$ cat config.mk
export PLATFORM = sky130hd
export DESIGN_NAME = swallow_divider
export DESIGN_NICKNAME = d
export VERILOG_FILES = /design/src/rtl/swd_pkg.sv /design/src/rtl/swd_ratio_latch.sv /design/src/rtl/swd_prescaler.sv /design/src/rtl/swd_modulus_ctrl.sv /design/src/rtl/swallow_divider.sv
export SDC_FILE = /design/constraint.sdc
export NUM_CORES = 1
export LEC_CHECK = 0
export BUFFER_PORTS_ARGS = -buffer_cell sky130_fd_sc_hd__buf_2
export CORE_MARGIN = 4
export CORE_UTILIZATION = 30
export DETAILED_ROUTE_END_ITERATION = 12
export GPL_TIMING_DRIVEN = 0
export PLACE_DENSITY = 0.49
export REMOVE_ABC_BUFFERS = 1
export SLEW_MARGIN = 20
export SYNTH_ARGS = -nofsm -noshare
export SYNTH_HDL_FRONTEND = slang
export SYNTH_SLANG_ARGS = --single-unit
$ cat constraint.sdc
create_clock -name clk_in -period 6.35 [get_ports clk_in]
set_clock_uncertainty 0.2 [all_clocks]
set_input_delay 0.3175 -clock clk_in [delete_from_list [all_inputs] [get_ports clk_in]]
set_output_delay 0.3175 -clock clk_in [all_outputs]
set_load 0.02 [all_outputs]
$ cat src/rtl/swd_pkg.sv
// Package for the pulse-swallow divider: field widths, ratio type and the
// word sanitising function shared by the latch and the checker.
package swd_pkg;

    localparam int A_W   = 6;          // swallow count width
    localparam int B_W   = 12;         // main count width
    localparam int W_W   = A_W + B_W;  // divide word width
    localparam int P_DIV = 1 << A_W;   // low prescaler modulus (64)

    // Active ratio as held by the divider
    typedef struct packed {
        logic [B_W-1:0] main_n;
        logic [A_W-1:0] swal_n;
    } ratio_t;

    // Splits a raw word and applies the B>=A and B>=1 rules
    function automatic ratio_t sanitize(input logic [W_W-1:0] w);
        ratio_t r;
        r.swal_n = w[A_W-1:0];
        r.main_n = w[W_W-1:A_W];
        if (r.main_n < B_W'(r.swal_n)) r.main_n = B_W'(r.swal_n);
        if (r.main_n == '0)            r.main_n = B_W'(1);
        return r;
    endfunction

endpackage

$ cat src/rtl/swd_ratio_latch.sv
// Holds the pending divide word and the active ratio.
// Assumes: boundary pulses on the last input cycle of a period; while run is
// low the counters are idle, so the active ratio follows the pending one.
module swd_ratio_latch
    import swd_pkg::*;
#(
    parameter logic [B_W-1:0] RESET_B = 12'd63,
    parameter logic [A_W-1:0] RESET_A = 6'd0
) (
    input  logic           clk,
    input  logic           rst_n,
    input  logic           run,
    input  logic           load,
    input  logic [W_W-1:0] word,
    input  logic           boundary,
    output ratio_t         act
);
    localparam ratio_t RESET_R = '{main_n: RESET_B, swal_n: RESET_A};

    ratio_t pend;

    // Capture the sanitised word on each load strobe
    always_ff @(posedge clk) begin
        if (!rst_n)    pend <= RESET_R;
        else if (load) pend <= sanitize(word);
    end

    // Transfer to the active ratio at a period boundary or in stand-by
    always_ff @(posedge clk) begin
        if (!rst_n)                  act <= RESET_R;
        else if (!run || boundary)   act <= load ? sanitize(word) : pend;
    end
endmodule

$ cat src/rtl/swd_prescaler.sv
// Dual-modulus prescaler modelled synchronously: counts P or P+1 input
// cycles per carry depending on use_high. Assumes mode changes only on carry.
module swd_prescaler
    import swd_pkg::*;
(
    input  logic         clk,
    input  logic         rst_n,
    input  logic         run,
    input  logic         use_high,
    output logic         tick,
    output logic [A_W:0] cnt
);
    localparam logic [A_W:0] LAST_LO = (A_W+1)'(P_DIV - 1);
    localparam logic [A_W:0] LAST_HI = (A_W+1)'(P_DIV);

    // Carry on the last state of the current modulus
    always_comb tick = (cnt == (use_high ? LAST_HI : LAST_LO));

    // Count input cycles, wrap on carry, clear in stand-by
    always_ff @(posedge clk) begin
        if (!rst_n || !run) cnt <= '0;
        else if (tick)      cnt <= '0;
        else                cnt <= cnt + 1'b1;
    end
endmodule

$ cat src/rtl/swd_modulus_ctrl.sv
// Swallow and main counters: select the prescaler modulus, find the period
// boundary and register the output pulse.
// Assumes act is stable within a period (held by swd_ratio_latch) and B >= A >= 0, B >= 1.
module swd_modulus_ctrl
    import swd_pkg::*;
(
    input  logic           clk,
    input  logic           rst_n,
    input  logic           run,
    input  logic           tick,
    input  ratio_t         act,
    output logic           use_high,
    output logic           boundary,
    output logic [B_W-1:0] main_cnt,
    output logic           pulse
);
    logic [B_W-1:0] swal_cnt;
    logic           last_main;

    // Modulus select and end-of-period detect
    always_comb begin
        use_high  = swal_cnt < B_W'(act.swal_n);
        last_main = main_cnt == (act.main_n - 1'b1);
        boundary  = tick && last_main;
    end

    // Count prescaler carries for both counters, restart at the boundary
    always_ff @(posedge clk) begin
        if (!rst_n || !run) begin
            main_cnt <= '0;
            swal_cnt <= '0;
        end else if (boundary) begin
            main_cnt <= '0;
            swal_cnt <= '0;
        end else if (tick) begin
            main_cnt <= main_cnt + 1'b1;
            swal_cnt <= swal_cnt + 1'b1;
        end
    end

    // One-cycle output pulse after the boundary edge
    always_ff @(posedge clk) begin
        if (!rst_n || !run) pulse <= 1'b0;
        else                pulse <= boundary;
    end
endmodule

$ cat src/rtl/swallow_divider.sv
// Top of the pulse-swallow divider: M = 64*B + A, word = {B, A}.
// Assumes a single input clock domain; stand-by via run low.
module swallow_divider
    import swd_pkg::*;
#(
    parameter logic [B_W-1:0] RESET_B = 12'd63,
    parameter logic [A_W-1:0] RESET_A = 6'd0
) (
    input  logic           clk_in,
    input  logic           rst_n,
    input  logic           run,
    input  logic [W_W-1:0] div_word,
    input  logic           load,
    output logic           div_pulse
);
    ratio_t         act_ratio;
    logic           pre_tick;
    logic [A_W:0]   pre_cnt;
    logic           use_high;
    logic           boundary;
    logic [B_W-1:0] ctl_main;

    swd_ratio_latch #(.RESET_B(RESET_B), .RESET_A(RESET_A)) u_latch (
        .clk(clk_in), .rst_n(rst_n), .run(run), .load(load),
        .word(div_word), .boundary(boundary), .act(act_ratio)
    );

    swd_prescaler u_pre (
        .clk(clk_in), .rst_n(rst_n), .run(run), .use_high(use_high),
        .tick(pre_tick), .cnt(pre_cnt)
    );

    swd_modulus_ctrl u_ctl (
        .clk(clk_in), .rst_n(rst_n), .run(run), .tick(pre_tick),
        .act(act_ratio), .use_high(use_high), .boundary(boundary),
        .main_cnt(ctl_main), .pulse(div_pulse)
    );
endmodule

[Word-level counts from Yosys, hierarchy flattened]
Index checks and enable logic that the tools add are counted.
Cells by class
  equal/unequal tests: 2
  order comparisons: 2
  div/mod/pow operators: 0
  shifts and indexed selects: 0
  $add $sub $neg: 4
  bitwise gates (word level): 0
  reduce and logical (&&, ||, !) cells: 9
  multipliers: 0
  multiplexer cells: 9
Operators by type and width (number)
  $mux W12: 7
  $add A12 B1 Y12 const B: 2
  $logic_not A12 Y1: 2
  $lt A12 B6 Y1: 2
  $mux W18: 1
  $eq A12 B12 Y1: 1
  $sub A12 B1 Y12 const B: 1
  $add A7 B1 Y7 const B: 1
  $eq A7 B7 Y1: 1
  $mux W7: 1
  $reduce_or A2 Y1: 2
  $logic_not A1 Y1: 2
  $logic_or A1 B1 Y1: 2
  $logic_and A1 B1 Y1: 1
Storage, ports and cells
  RAM bits: 0
  bits in latches: 0
  word-level logic and storage cells: 34
  memories: 0
  ROM bits: 0
  register bits after elaboration: 68
  output and inout port bits: 1

[Logic depth before layout (Yosys ltp)]
Gate-level depths: netlist of the first run.
  depth in word-level cells: 10
  depth in mapped cells: 13
  depth with buffers taken out: 9

[By module]
From an unflattened synthesis of the first run, not the netlist that was laid out.
Unflattened totals
  cell total of the unflattened synthesis: 389
  area total of the unflattened synthesis: 3692.3 um2
Modules (own cells, without submodules)
  swd_modulus_ctrl: area each 1757.9 um2, cells an instance 195, instances 1
  swd_ratio_latch: area each 1584.0 um2, cells an instance 160, instances 1
  swd_prescaler: area each 350.3 um2, cells an instance 34, instances 1

[Worst setup path before layout of the first run]
OpenSTA, ideal clock, no wires.
  path kind: flip-flop to flip-flop
  from: register, netlist name u_latch.act[6]
  to: register, netlist name u_latch.act[6]
  clock period less this slack: 3100 ps
  cell stages (with the launch flop): 12
  slack: 3250 ps
  setup time: 121 ps
  data arrival time: 2780 ps
  buffers on the path: 2
  cell sequence: dfxtp_1 inv_1 ha_1 or3b_2 clkbuf_1 or3_1 o21ai_1 nand4_1 or4b_1 buf_4 nand2_4 mux2_2
On the way
  longest elaborated chain between the ends: 4
RTL lines
  $sub A12 B1 Y12: RTL line swd_modulus_ctrl.sv:23  | last_main = main_cnt == (act.main_n - 1'b1);
  $eq A12 B12 Y1: RTL line swd_modulus_ctrl.sv:23
  $logic_and A1 B1 Y1: RTL line swd_modulus_ctrl.sv:24  | boundary = tick && last_main;
  $logic_or A1 B1 Y1: RTL line swd_ratio_latch.sv:31  | else if (!run || boundary) act <= load ? sanitize(word) : pend;
Every way passes these cells.
A chain may end at the register's enable or synchronous reset.

[Worst setup path in the final report of the first run]
  from: register u_ctl.swal_cnt[2]
  to: register u_ctl.swal_cnt[11]
On the way
  longest elaborated chain between the ends: 5
  elaborated cells between the ends (all ways): 6
RTL lines
  start: declaration: RTL line swd_modulus_ctrl.sv:17  | logic [B_W-1:0] swal_cnt;
  start signal: assignment: RTL line swd_modulus_ctrl.sv:37  | swal_cnt <= swal_cnt + 1'b1;
  $lt A12 B6 Y1: RTL line swd_modulus_ctrl.sv:22  | use_high = swal_cnt < B_W'(act.swal_n);
  $mux W7: RTL line swd_prescaler.sv:17  | always_comb tick = (cnt == (use_high ? LAST_HI : LAST_LO));
  $eq A7 B7 Y1: RTL line swd_prescaler.sv:17
  $logic_and A1 B1 Y1: RTL line swd_modulus_ctrl.sv:24
  $reduce_or A2 Y1 (no line)
Several ways; a longest one is shown, not always the timed one.

==> impl_results.md, run 1 <==
* Fin. Hold Viols at 0
* Worst Max-Slew Pin Slew at 0.910 ns
* Clk sink count at 68
* RSZ-0062 raised after global routing: false
* Global Route Usage Sum at 12.1%
* Crit-path max cell delay at 0.93 ns
* Seq pwr share at 41.5%
* Worst R2R Setup Slack at 1.97 ns
* Share of cells above drive strength 1 at 11.7%
* Clk_lat worst skew at 0.33 ns
* Most frequent cells in the layout: 68 x dfxtp_1, 41 x nor2_1, 23 x xor2_1
* Sw Pwr at 0.000236 W
* Hold Slack at 0.122 ns
* Starting Density at 31.1%
* Clock Path Buffers at 2
* Number of global-route vias before repair at 2,633
* GPL Wtd Cong at 0.792
* Final WL at 7420 µm
* Largest fanout on the critical path at 29
* Post-synthesis simple-gate area fraction at 21.5%
* Crit Path Class: flop to flop
* WL per Instance at 14.0 µm
* Area grow syn2layout at 15.1%
* Die H at 115 µm
* Global-route wire length before repair at 12,800 µm
* Fin util at 35.8%
* Post-synthesis sequential area ratio at 39.7%
* Vias post-DR at 2,674
* Largest net degree at the start of global routing at 35
* Commonest non-fill, non-tap cell in the layout: dfxtp_1
* Antenna-violating nets left at 0
* Fin crit share at 69.0%
* Detailed Routing Iterations Pass 1 at 4
* Leakage at 1.52 nW
* Multi-input gate area at 1920 µm²
* Post-synthesis compound-gate area fraction at 13.5%
* Min Tclk post-route at 4.38 ns
* EDFF count, synth at 0
* TritonCTS clock tree: built
* Fillers at 1,122
* Logic pwr share at 7.6%
* Netlist Area Pre-Place at 3430 µm²
* Post-Synthesis Cells at 375
* Peak supply drop at 0.110 mV
* Post-synth ARST share at 0%
* Worst EP arrival at 4.37 ns
* Critical Path End Type: flop
* Maxcap violations at 0
* Setup violators final at 0
* Placed Instances at 516
* Slew Limit Fails at 0
* Cts hold-fix bufs at 0
* # IOs at 23
* Synth Area in Adders at 5.11%
* Vias per cell at 5.03
* Clock H-tree levels at 3
* Final non-filler cell total at 532
* Count of cell types in the netlist at 50
* Synthesized flop and latch total at 68
* Xor and xnor area share after synthesis at 10.5%
* Largest family of logic cells by synthesized area: simple AND/OR/NAND/NOR gates
* Worst-path clk slew at 0.05 ns
* Cts repair resizes at 0
* Die area at 13,200 µm²
* DRC at 0
* Gr ovfl total at 0
* Std cell rows at 38
* P_int at 0.000864 W
* Startpoint types: flop
* Rel. slew slack at 39.3%
* Postcts setup bufs at 0
* Final-stage net count at 423
* Ant diodes at 0
* Port-buffer cells at 22
* Pwr per Cell Area at 279 nW/µm²
* Die X at 115 µm
* Core ar. at 11,000 µm²
* Post-DP HPWL at 5210 µm
* Synth Flop Type: dfxtp_1
* R2r worst-path depth at 8
* Synth Warn # at 0
* Syn_area_per_cell at 9.14 µm²
* Min-delay worst type: input port to flop
* Post-synthesis mux area share at 5.00%
* Reg-to-reg endpoint: u_ctl.swal_cnt[11]
* TritonCTS Buffers at 9
* Critical path, cell by cell: ha_1 > a211o_1 > a31oi_1 > o2111a_1 > mux2i_4 > or4b_1 > nand3_2 > nor2_1
* DR iter-0 viols at 132
* Root buffer cell: clkbuf_16
* Crit path required time at 6.34 ns
* Sw Share at 21.4%
* Register area at 1360 µm²
* Crit path max-delay cell type: or4b_1
* Initial antenna violation count at 0
* Outcome: finished, final reports clean
* Reg2Reg Launch Point: u_ctl.swal_cnt[2]
* Clock share of power at 51.0%
* Peak Freq at 228 MHz
* Crit path to: u_ctl.swal_cnt[11]
* Setup TNS at 0 ns
* Critical Path Start: u_ctl.swal_cnt[2]
## critical path, delay by kind of cell (launching register included)
kind	cells	cell delay (ns)
compound gates	3	0.74
flops	1	0.54
simple gates	3	1.69
fa+ha+maj	1	0.32
mux	1	0.73
## flip-flops by register name, indices dropped and copies added, names as in the netlist
| name | cells |
|---|---|
| u_latch.pend | 18 |
| u_ctl.swal_cnt | 12 |
| u_latch.act | 18 |
| u_ctl.main_cnt | 12 |
| u_pre.cnt | 7 |
| u_ctl.pulse | 1 |
## worst min path at each step
stage / start / to / slack (ns) / cells past startpoint
final: div_word[15] / u_latch.pend[15] / 0.12 / 3
after global routing: div_word[15] / u_latch.pend[15] / 0.12 / 3
after CTS: div_word[15] / u_latch.pend[15] / 0.11 / 3
after detailed placement: u_pre.cnt[0] / u_pre.cnt[0] / 0.26 / 1
after global placement: u_pre.cnt[0] / u_pre.cnt[0] / 0.25 / 1
after floorplan: rst_n / u_latch.pend[6] / 0.22 / 1
## through the flow
stage / total power, W / cell area [µm²] / setup WS (ns)
6_report: 0.00110 / 3940 / 1.97
5_1_grt: 0.00115 / 3940 / 1.60
4_1_cts: 0.00112 / 3940 / 1.95
3_5_place_dp: 0.000549 / 3610 / 1.97
3_3_place_gp: 0.000546 / 3600 / 1.11
2_1_floorplan: 0.000516 / 3310 / 2.18
## layer usage
| layer | up-vias | GRT usage (%) | part of all wire [%] |
|---|---|---|---|
| li1 | 1369 | - | - |
| met1 | 1267 | 16.1 | 50 |
| met2 | 33 | 18.6 | 46 |
| met3 | 5 | 4.11 | 3.2 |
| met4 | 0 | 3.91 | 0.93 |
| met5 | - | 0 | 0 |
## logic make-up (layout without fill, tap and decap cells)
group,Yosys count,in the layout
simple gates,137,137
flops,68,68
compound gates,64,64
xor+xnor,41,41
buf+inv,34,51
mux,17,17
fa+ha+maj,14,14
## cell usage after synthesis (all sizes together), types with 4 or more instances
library cell | count | area share [%]
inv | 13 | 1.4
nor2b | 12 | 2.2
buf | 8 | 1.9
xor2 | 23 | 5.9
nand2 | 16 | 2.0
o21ai | 10 | 1.5
a31oi | 19 | 3.5
ha | 14 | 5.1
dfxtp | 68 | 40
nor2 | 41 | 4.5
and3 | 8 | 1.5
a32oi | 6 | 1.5
o21ba | 7 | 2.0
a21oi | 6 | 0.88
nand4 | 15 | 2.7
mux2i | 16 | 4.7
and2 | 9 | 1.6
nor3 | 8 | 1.2
nand3 | 7 | 1.2
xnor2 | 18 | 4.6
clkbuf | 13 | 1.4
a32o | 4 | 1.2
## power by group through the flow
stage	logic [W]	registers [W]	clock network, W
after global routing	0.0000959	0.000459	0.000593
after global placement	0.0000813	0.000465	0
after CTS	0.0000846	0.000456	0.000577
after floorplan	0.0000540	0.000462	0
after detailed placement	0.0000841	0.000465	0
final	0.0000835	0.000456	0.000561
## final cells by class
cell class | count | share of cell area [%]
clock buffers | 11 | 5.90
clock inverters | 5 | 2.54
inverters | 13 | 1.24
multi-input cells | 273 | 48.6
flip-flops and latches | 68 | 34.5
well taps | 140 | 4.44
repair buffers | 22 | 2.79
Note: power is estimated with default switching activity, not from simulation.
==> run 2, diff against run 1 <==
--- a/config.mk
+++ b/config.mk
@@ -5,12 +5,13 @@
 export SDC_FILE = /design/constraint.sdc
 export NUM_CORES = 1
 export LEC_CHECK = 0
+export ABC_AREA = 1
 export BUFFER_PORTS_ARGS = -buffer_cell sky130_fd_sc_hd__buf_2
 export CORE_MARGIN = 4
 export CORE_UTILIZATION = 30
 export DETAILED_ROUTE_END_ITERATION = 12
 export GPL_TIMING_DRIVEN = 0
-export PLACE_DENSITY = 0.49
+export PLACE_DENSITY = 0.51
 export REMOVE_ABC_BUFFERS = 1
 export SLEW_MARGIN = 20
 export SYNTH_ARGS = -nofsm -noshare
==> constraint.sdc (replaced) <==
create_clock -name clk_in -period 4 [get_ports clk_in]
set_clock_uncertainty 0.2 [all_clocks]
set_input_delay 0.2 -clock clk_in [delete_from_list [all_inputs] [get_ports clk_in]]
set_output_delay 0.2 -clock clk_in [all_outputs]
set_load 0.02 [all_outputs]
==> run 2 against run 1 <==
Register-to-register slack got worse by 1.4 ns. Sequential cell count did not move. Largest cell class unchanged. Synthesized cell count rose by 45%. Worst setup slack got worse by 1.4 ns. Critical path type unchanged.
==> impl_results.md, run 2 <==
* Synth Flop Type: dfxtp_1 (unchanged)
* Post-Synthesis Cells at 544 (was 375)
* Synth Warn # at 0 (unchanged)
* Vias per cell at 4.63 (was 5.03)
* Startpoint types: flop (unchanged)
* Peak Freq at 292 MHz (was 228 MHz)
* Die X at 119 µm (was 115 µm)
* Core ar. at 12,000 µm² (was 11,000 µm²)
* Clk_lat worst skew at 0.33 ns (about the same)
* Critical Path Start: u_latch.act[5] (was u_ctl.swal_cnt[2])
* Worst Max-Slew Pin Slew at 0.800 ns (was 0.910 ns)
* Maxcap violations at 0 (unchanged)
* Reg2Reg Launch Point: u_latch.act[5] (was u_ctl.swal_cnt[2])
* Starting Density at 30.7% (was 31.1%)
* R2r worst-path depth at 14 (was 8)
* Global Route Usage Sum at 12.7% (was 12.1%)
* Count of cell types in the netlist at 31 (was 50)
* TritonCTS clock tree: built (unchanged)
* Clk sink count at 68 (unchanged)
* Initial antenna violation count at 0 (unchanged)
* CP dominant cell by count: nand2_1
* Post-synthesis sequential area ratio at 36.9% (was 39.7%)
* Top post-synthesis cells by area: dfxtp_1 37%, nand2_1 15%, inv_1 7.9%, nand3_1 5.3%, nor2_1 5.2% (was dfxtp_1 40%, xor2_1 5.9%, ha_1 5.1%, mux2i_1 4.7%, xnor2_1 4.6%)
* RSZ-0062 raised after global routing: false (unchanged)
* Setup violators final at 0 (unchanged)
* Peak supply drop at 0.173 mV (was 0.110 mV)
* Crit path required time at 4.02 ns (was 6.34 ns)
* Fin crit share at 85.7% (was 69.0%)
* Worst EP arrival at 3.45 ns (was 4.37 ns)
* Setup TNS at 0 ns (unchanged)
* Rel. slew slack at 46.6% (was 39.3%)
* DRC at 0 (unchanged)
* Min-delay worst type: input port to flop (unchanged)
* Clock Path Buffers at 2 (unchanged)
* Final instance area at 4320 µm² (was 3940 µm²)
* Placed Area at 3910 µm² (was 3610 µm²)
* Post-synth ARST share at 0% (unchanged)
* Area grow syn2layout at 17.2% (was 15.1%)
* Std cell rows at 40 (was 38)
* Gr ovfl total at 0 (unchanged)
* EDFF count, synth at 0 (unchanged)
* Largest net degree at the start of global routing at 42 (was 35)
* Worst R2R Setup Slack at 0.57 ns (was 1.97 ns)
* Post-synth top cells: 152 x nand2_1, 78 x inv_1, 68 x dfxtp_1 (was 68 x dfxtp_1, 41 x nor2_1, 23 x xor2_1)
* Slew Limit Fails at 0 (unchanged)
* Crit Path Class: flop to flop (unchanged)
* Hold wc startpoint: div_word[12] (was div_word[15])
* Cts repair resizes at 0 (unchanged)
* Root buffer cell: clkbuf_16 (unchanged)
* Largest registers: u_latch.act (18), u_latch.pend (18) (unchanged)
* Leakage at 1.94 nW (was 1.52 nW)
* Clock H-tree levels at 3 (unchanged)
* Most frequent cells in the layout: 152 x nand2_1, 78 x inv_1, 68 x dfxtp_1 (was 68 x dfxtp_1, 41 x nor2_1, 23 x xor2_1)
* Post-DP HPWL at 6210 µm (was 5210 µm)
* Crit path to: u_latch.act[1] (was u_ctl.swal_cnt[11])
* Netlist Area Pre-Place at 3690 µm² (was 3430 µm²)
* Fin. Hold Viols at 0 (unchanged)
* # IOs at 23 (unchanged)
* WL per Instance at 11.5 µm (was 14.0 µm)
* Reg-to-reg endpoint: u_latch.act[1] (was u_ctl.swal_cnt[11])
* Worst-path clk slew at 0.05 ns (about the same)
* Pwr per Cell Area at 389 nW/µm² (was 279 nW/µm²)
* Critical path, cell by cell: inv_1 > ha_1 > a21oi_1 > nand3_1 > nor2_1 > nand2_1 > nand2_1 > nand2_1 > nor2_4 > nand3_2 > nand2_2 > o21ai_0 > nand2_1 > inv_1 (was ha_1 > a211o_1 > a31oi_1 > o2111a_1 > mux2i_4 > or4b_1 > nand3_2 > nor2_1)
* Vias post-DR at 3,365 (was 2,674)
* Total power draw at 0.00168 W (was 0.00110 W)
* Port-buffer cells at 22 (unchanged)
* Global-route wire length before repair at 14,800 µm (was 12,800 µm)
* Final-stage net count at 613 (was 423)
* Die H at 119 µm (was 115 µm)
* Top-count cell post-synth: nand2_1 (was dfxtp_1)
* Commonest non-fill, non-tap cell in the layout: nand2_1 (was dfxtp_1)
* Number of global-route vias before repair at 3,212 (was 2,633)
* DR iter-0 viols at 147 (was 132)
* GPL Wtd Cong at 0.822 (was 0.792)
* Synthesized flop and latch total at 68 (unchanged)
* Largest fanout on the critical path at 41 (was 29)
* Cell taking the most area after synthesis: dfxtp_1 (unchanged)
* Top-area cell type share of the netlist area at 36.9% (was 39.7%)
* Die area at 14,100 µm² (was 13,200 µm²)
* Crit path max-delay cell type: nand2_2 (was or4b_1)
* Critical Path End Type: flop (unchanged)
* Ant diodes at 0 (unchanged)
* Detailed Routing Iterations Pass 1 at 4 (unchanged)
* Final WL at 8340 µm (was 7420 µm)
* Min Tclk post-route at 3.43 ns (was 4.38 ns)
* Outcome: finished, final reports clean (unchanged)
* Fin util at 36.0% (was 35.8%)
* Syn_area_per_cell at 6.78 µm² (was 9.14 µm²)
* TritonCTS Buffers at 9 (unchanged)
* Antenna-violating nets left at 0 (unchanged)
* Crit-path max cell delay at 0.64 ns (was 0.93 ns)
* Share of cells above drive strength 1 at 8.12% (was 11.7%)
==> run 2: cell count changes in the layout (fill, tap and decap cells not counted), sizes merged, moves of 13 or more <==
cell         previous run  this run
nand3                   7        40
nor2                   41        55
a31oi                  19         2
inv                    13        80
nand2                  16       154
o21ai                  10        26
dlygate4sd3             0        13
a21oi                   6        25
==> run 2: layout make-up <==
type	count	area [µm²]
Clock buffer	10	239
Clock inverter	3	40.0
Multi-Input combinational cell	382	1950
Fill cell	1355	7690
Timing Repair Buffer	35	240
Sequential cell	68	1360
Tap cell	147	184
Inverter	81	304
==> run 2: worst min-delay path by stage <==
| stage | depth (start not counted) | to |
|---|---|---|
| after floorplan | 1 | u_latch.pend[6] |
| final | 3 | u_latch.pend[12] |
| after global placement | 2 | u_latch.pend[6] |
| after global routing | 3 | u_latch.pend[12] |
| after CTS | 3 | u_latch.pend[12] |
| after detailed placement | 2 | u_latch.pend[6] |
==> run 2: power by group <==
group          switching, W  internal (W)
Clock              0.000276      0.000486
Sequential        0.0000172      0.000708
Combinational      0.000121     0.0000724
Total              0.000414       0.00127
==> run 2: metal layers <==
layer  wire, µm  GRT usage, %  up-vias
li1           -             -     1786
met1       3880          15.6     1536
met2       4070          21.7       32
met3        247          2.75       11
met4        151          5.00        0
met5          0             0        -
==> run 2: critical path: cells and delay by family (launching register included) <==
family	cells	cell delay [ns]
and+or+nand+nor	9	2.03
AOI/OAI and AO/OA	2	0.38
DFF	1	0.30
adders and majority gates	1	0.30
buffers and inverters	2	0.09
==> run 2: through the flow <==
step | hold slack, ns | cells | worst slack (ns)
detailed placement | 0.231 | 700 | 0.482
floorplan | 0.0687 | 531 | 1.31
finish | 0.00603 | 726 | 0.571
CTS | 0.00323 | 726 | 0.468
global placement | 0.226 | 700 | 0.503
global route | 0.0397 | 726 | 0.0758
==> run 2: kinds of logic after synthesis <==
logic type	synth area share, %
AO/OA/AOI/OAI	7.26
XOR/XNOR	4.04
adder cells (fa/ha/maj)	4.75
buffers and inverters	10.1
flip-flops	36.9
multiplexers	3.26
AND/OR/NAND/NOR	33.6
==> run 2: repair_timing <==
item | CTS | global route
hold buffers | 13 | 0
hold endpoints to repair | 14 | 0
buffers inserted | 0 | 0
==> run 3, diff against run 2 <==
--- a/config.mk
+++ b/config.mk
@@ -16,4 +16,5 @@
 export SLEW_MARGIN = 20
 export SYNTH_ARGS = -nofsm -noshare
 export SYNTH_HDL_FRONTEND = slang
+export SYNTH_HIERARCHICAL = 1
 export SYNTH_SLANG_ARGS = --single-unit
==> run 3 against run 2 <==
Die area decreased by 1.0%. Final cell count decreased by 4.5%. Design area decreased by 1.1%. Critical endpoint is now u_ctl/main_cnt[10]. Largest cell class unchanged.
==> impl_results.md, run 3 <==
* Starting Density at 30.5% (was 30.7%)
* Commonest non-fill, non-tap cell in the layout: nand2_1 (unchanged)
* Slew Limit Fails at 0 (unchanged)
* Antenna-violating nets left at 0 (unchanged)
* Initial antenna violation count at 0 (unchanged)
* Fin. Hold Viols at 0 (unchanged)
* Min-delay worst type: input port to flop (unchanged)
* Port-buffer cells at 22 (unchanged)
* Cell taking the most area after synthesis: dfxtp_1 (unchanged)
* Post-synth ARST share at 0% (unchanged)
* Crit-path max cell delay at 0.60 ns (was 0.64 ns)
* # IOs at 23 (unchanged)
* GPL Wtd Cong at 0.824 (was 0.822)
* Die X at 118 µm (was 119 µm)
* Post-DP HPWL at 5640 µm (was 6210 µm)
* Syn_area_per_cell at 7.15 µm² (was 6.78 µm²)
* TritonCTS Buffers at 9 (unchanged)
* EDFF count, synth at 0 (unchanged)
* Critical path, cell by cell: inv_1 > ha_1 > a21boi_0 > o211ai_1 > nand2_1 > a31oi_1 > nand2_1 > nor2_1 > nand2_2 > nand2_2 > nand2_1 > nor2_1 > nand2_1 > nor2_1 > nand3_1 > nor2_2 > nand2_2 > o21bai_4 > nor2_1 (was inv_1 > ha_1 > a21oi_1 > nand3_1 > nor2_1 > nand2_1 > nand2_1 > nand2_1 > nor2_4 > nand3_2 > nand2_2 > o21ai_0 > nand2_1 > inv_1)
* Number of global-route vias before repair at 2,958 (was 3,212)
* Gr ovfl total at 0 (unchanged)
* Final WL at 7700 µm (was 8340 µm)
* Top-count cell post-synth: nand2_1 (unchanged)
* Global Route Usage Sum at 11.7% (was 12.7%)
* Reg2Reg Launch Point: u_latch/act[1] (was u_latch.act[5])
* Maxcap violations at 0 (unchanged)
* Critical Path End Type: flop (unchanged)
* Hold wc startpoint: div_word[14] (was div_word[12])
* Placed Instances at 668 (was 700)
* Clock Path Buffers at 2 (unchanged)
* Crit path max-delay cell type: o21bai_4 (was nand2_2)
* Outcome: finished, final reports clean (unchanged)
* Worst-path clk slew at 0.06 ns (was 0.05 ns)
* Most frequent cells in the layout: 115 x nand2_1, 68 x dfxtp_1, 67 x inv_1 (was 152 x nand2_1, 78 x inv_1, 68 x dfxtp_1)
* Largest registers: u_latch/act (18), u_latch/pend (18) (was u_latch.act (18), u_latch.pend (18))
* Worst Max-Slew Pin Slew at 0.756 ns (was 0.800 ns)
* Peak Freq at 285 MHz (was 292 MHz)
* Ant diodes at 0 (unchanged)
* Clk sink count at 68 (unchanged)
* Setup WS pre-CTS at -0.190 ns (was 0.482 ns)
* Netlist Area Pre-Place at 3650 µm² (was 3690 µm²)
* DR iter-0 viols at 135 (was 147)
* Leakage at 1.90 nW (was 1.94 nW)
* Vias post-DR at 3,124 (was 3,365)
* Pwr per Cell Area at 390 nW/µm² (was 389 nW/µm²)
* Crit path required time at 3.99 ns (was 4.02 ns)
* Fin crit share at 87.9% (was 85.7%)
* Synth Warn # at 6 (was 0)
* Clock H-tree levels at 3 (unchanged)
* Critical Path Start: u_latch/act[1] (was u_latch.act[5])
* Synth Flop Type: dfxtp_1 (unchanged)
* Worst EP arrival at 3.50 ns (was 3.45 ns)
* Count of cell types in the netlist at 34 (was 31)
* DRC at 0 (unchanged)
* Share of cells above drive strength 1 at 14.1% (was 8.12%)
* RSZ-0062 raised after global routing: false (unchanged)
* Final non-filler cell total at 693 (was 726)
* Die H at 118 µm (was 119 µm)
* Startpoint types: flop (unchanged)
* Area grow syn2layout at 17.2% (about the same)
* Global-route wire length before repair at 13,500 µm (was 14,800 µm)
* Clk_lat worst skew at 0.33 ns (about the same)
* Std cell rows at 40 (unchanged)
* Peak supply drop at 0.216 mV (was 0.173 mV)
* Setup violators final at 0 (unchanged)
* Post-synthesis sequential area ratio at 37.3% (was 36.9%)
* Top-area cell type share of the netlist area at 37.3% (was 36.9%)
* Largest fanout on the critical path at 24 (was 41)
* Final WS setup at 0.485 ns (was 0.571 ns)
* Largest net degree at the start of global routing at 28 (was 42)
* Rel. slew slack at 49.5% (was 46.6%)
* Crit Path Class: flop to flop (unchanged)
* Detailed Routing Iterations Pass 1 at 4 (unchanged)
* Vias per cell at 4.51 (was 4.63)
* Top post-synthesis cells by area: dfxtp_1 37%, nand2_1 12%, inv_1 7.0%, nor2_1 6.7%, ha_1 4.8% (was dfxtp_1 37%, nand2_1 15%, inv_1 7.9%, nand3_1 5.3%, nor2_1 5.2%)
* Worst R2R Setup Slack at 0.49 ns (was 0.57 ns)
* Crit path buf inv count at 1 (was 2)
* Final-stage net count at 577 (was 613)
* Crit path max-delay family: simple AND/OR/NAND/NOR gates (unchanged)
* Post-Synthesis Cells at 510 (was 544)
* Root buffer cell: clkbuf_16 (unchanged)
* TritonCTS clock tree: built (unchanged)
* Min Tclk post-route at 3.51 ns (was 3.43 ns)
* Die area at 14,000 µm² (was 14,100 µm²)
* Post-synth top cells: 116 x nand2_1, 68 x dfxtp_1, 68 x inv_1 (was 152 x nand2_1, 78 x inv_1, 68 x dfxtp_1)
* WL per Instance at 11.1 µm (was 11.5 µm)
* Core ar. at 12,000 µm² (about the same)
* Synthesized flop and latch total at 68 (unchanged)
-- run 3: final timing paths --
path,to,depth (start not counted)
worst max-delay path,u_ctl/main_cnt[10],19
worst min-delay path,u_latch/pend[14],3
worst max register to register,u_ctl/main_cnt[10],19
worst min register to register,u_pre/cnt[0],1
-- run 3: power by group --
part,switching (W),internal [W],leakage [nW]
sequential,0.0000160,0.000704,0.557
clock,0.000292,0.000498,0.144
combinational,0.0000970,0.0000602,1.20
-- run 3: cell type report --
class                           count  area, µm²
Clock buffer                       10        239
Clock inverter                      6       63.8
Fill cell                        1265       7690
Inverter                           69        263
Multi-Input combinational cell    362       1970
Sequential cell                    68       1360
Tap cell                          147        184
Timing Repair Buffer               29        178
Timing Repair inverter              2       15.0
-- run 3: cells by family (layout without fill, tap and decap cells) --
kind of cell             count (synthesis)  after routing  synth area share (%)
AND/OR/NAND/NOR                        258            258                  31.7
buffers and inverters                   80            116                  8.88
flip-flops                              68             68                  37.3
AO/OA/AOI/OAI                           53             53                  8.10
XOR/XNOR                                29             29                  6.96
adder cells (fa/ha/maj)                 14             14                  4.80
multiplexers                             8              8                  2.20
-- run 3: through the flow --
step,util [%],TNS (ns),hold slack (ns),total power (W),cell area (µm²)
floorplan,-,0,0.0687,0.000836,3580
global placement,32.4,-1.36,0.246,0.000881,3880
detailed placement,32.4,-2.24,0.256,0.000884,3880
CTS,35.6,0,0.00736,0.00170,4260
global route,35.7,0,0.0583,0.00175,4280
finish,35.7,0,0.00936,0.00167,4280
-- run 3: worst min-delay path, delay by kind of cell --
family,cells,cell delay (ns)
buf+inv,1,0.12
mux,1,0.10
simple gates,1,0.08
-- run 3: what timing repair did --
action / 4_1_cts / 5_1_grt
gates resized for setup: 4 / 2
hold endpoints to repair: 7 / 0
buffers inserted: 0 / 1
gates cloned: 1 / 1
pin swaps: 0 / 1
endpoints found under the setup margin: 14 / 32
hold buffers: 6 / 0
-- run 3: metal layers --
metal | routed length (µm) | up-vias | track usage (%)
met5 | 0 | - | 0
met4 | 108 | 0 | 4.40
met3 | 152 | 9 | 3.01
met2 | 3790 | 16 | 20.0
met1 | 3660 | 1439 | 14.2
li1 | - | 1660 | -
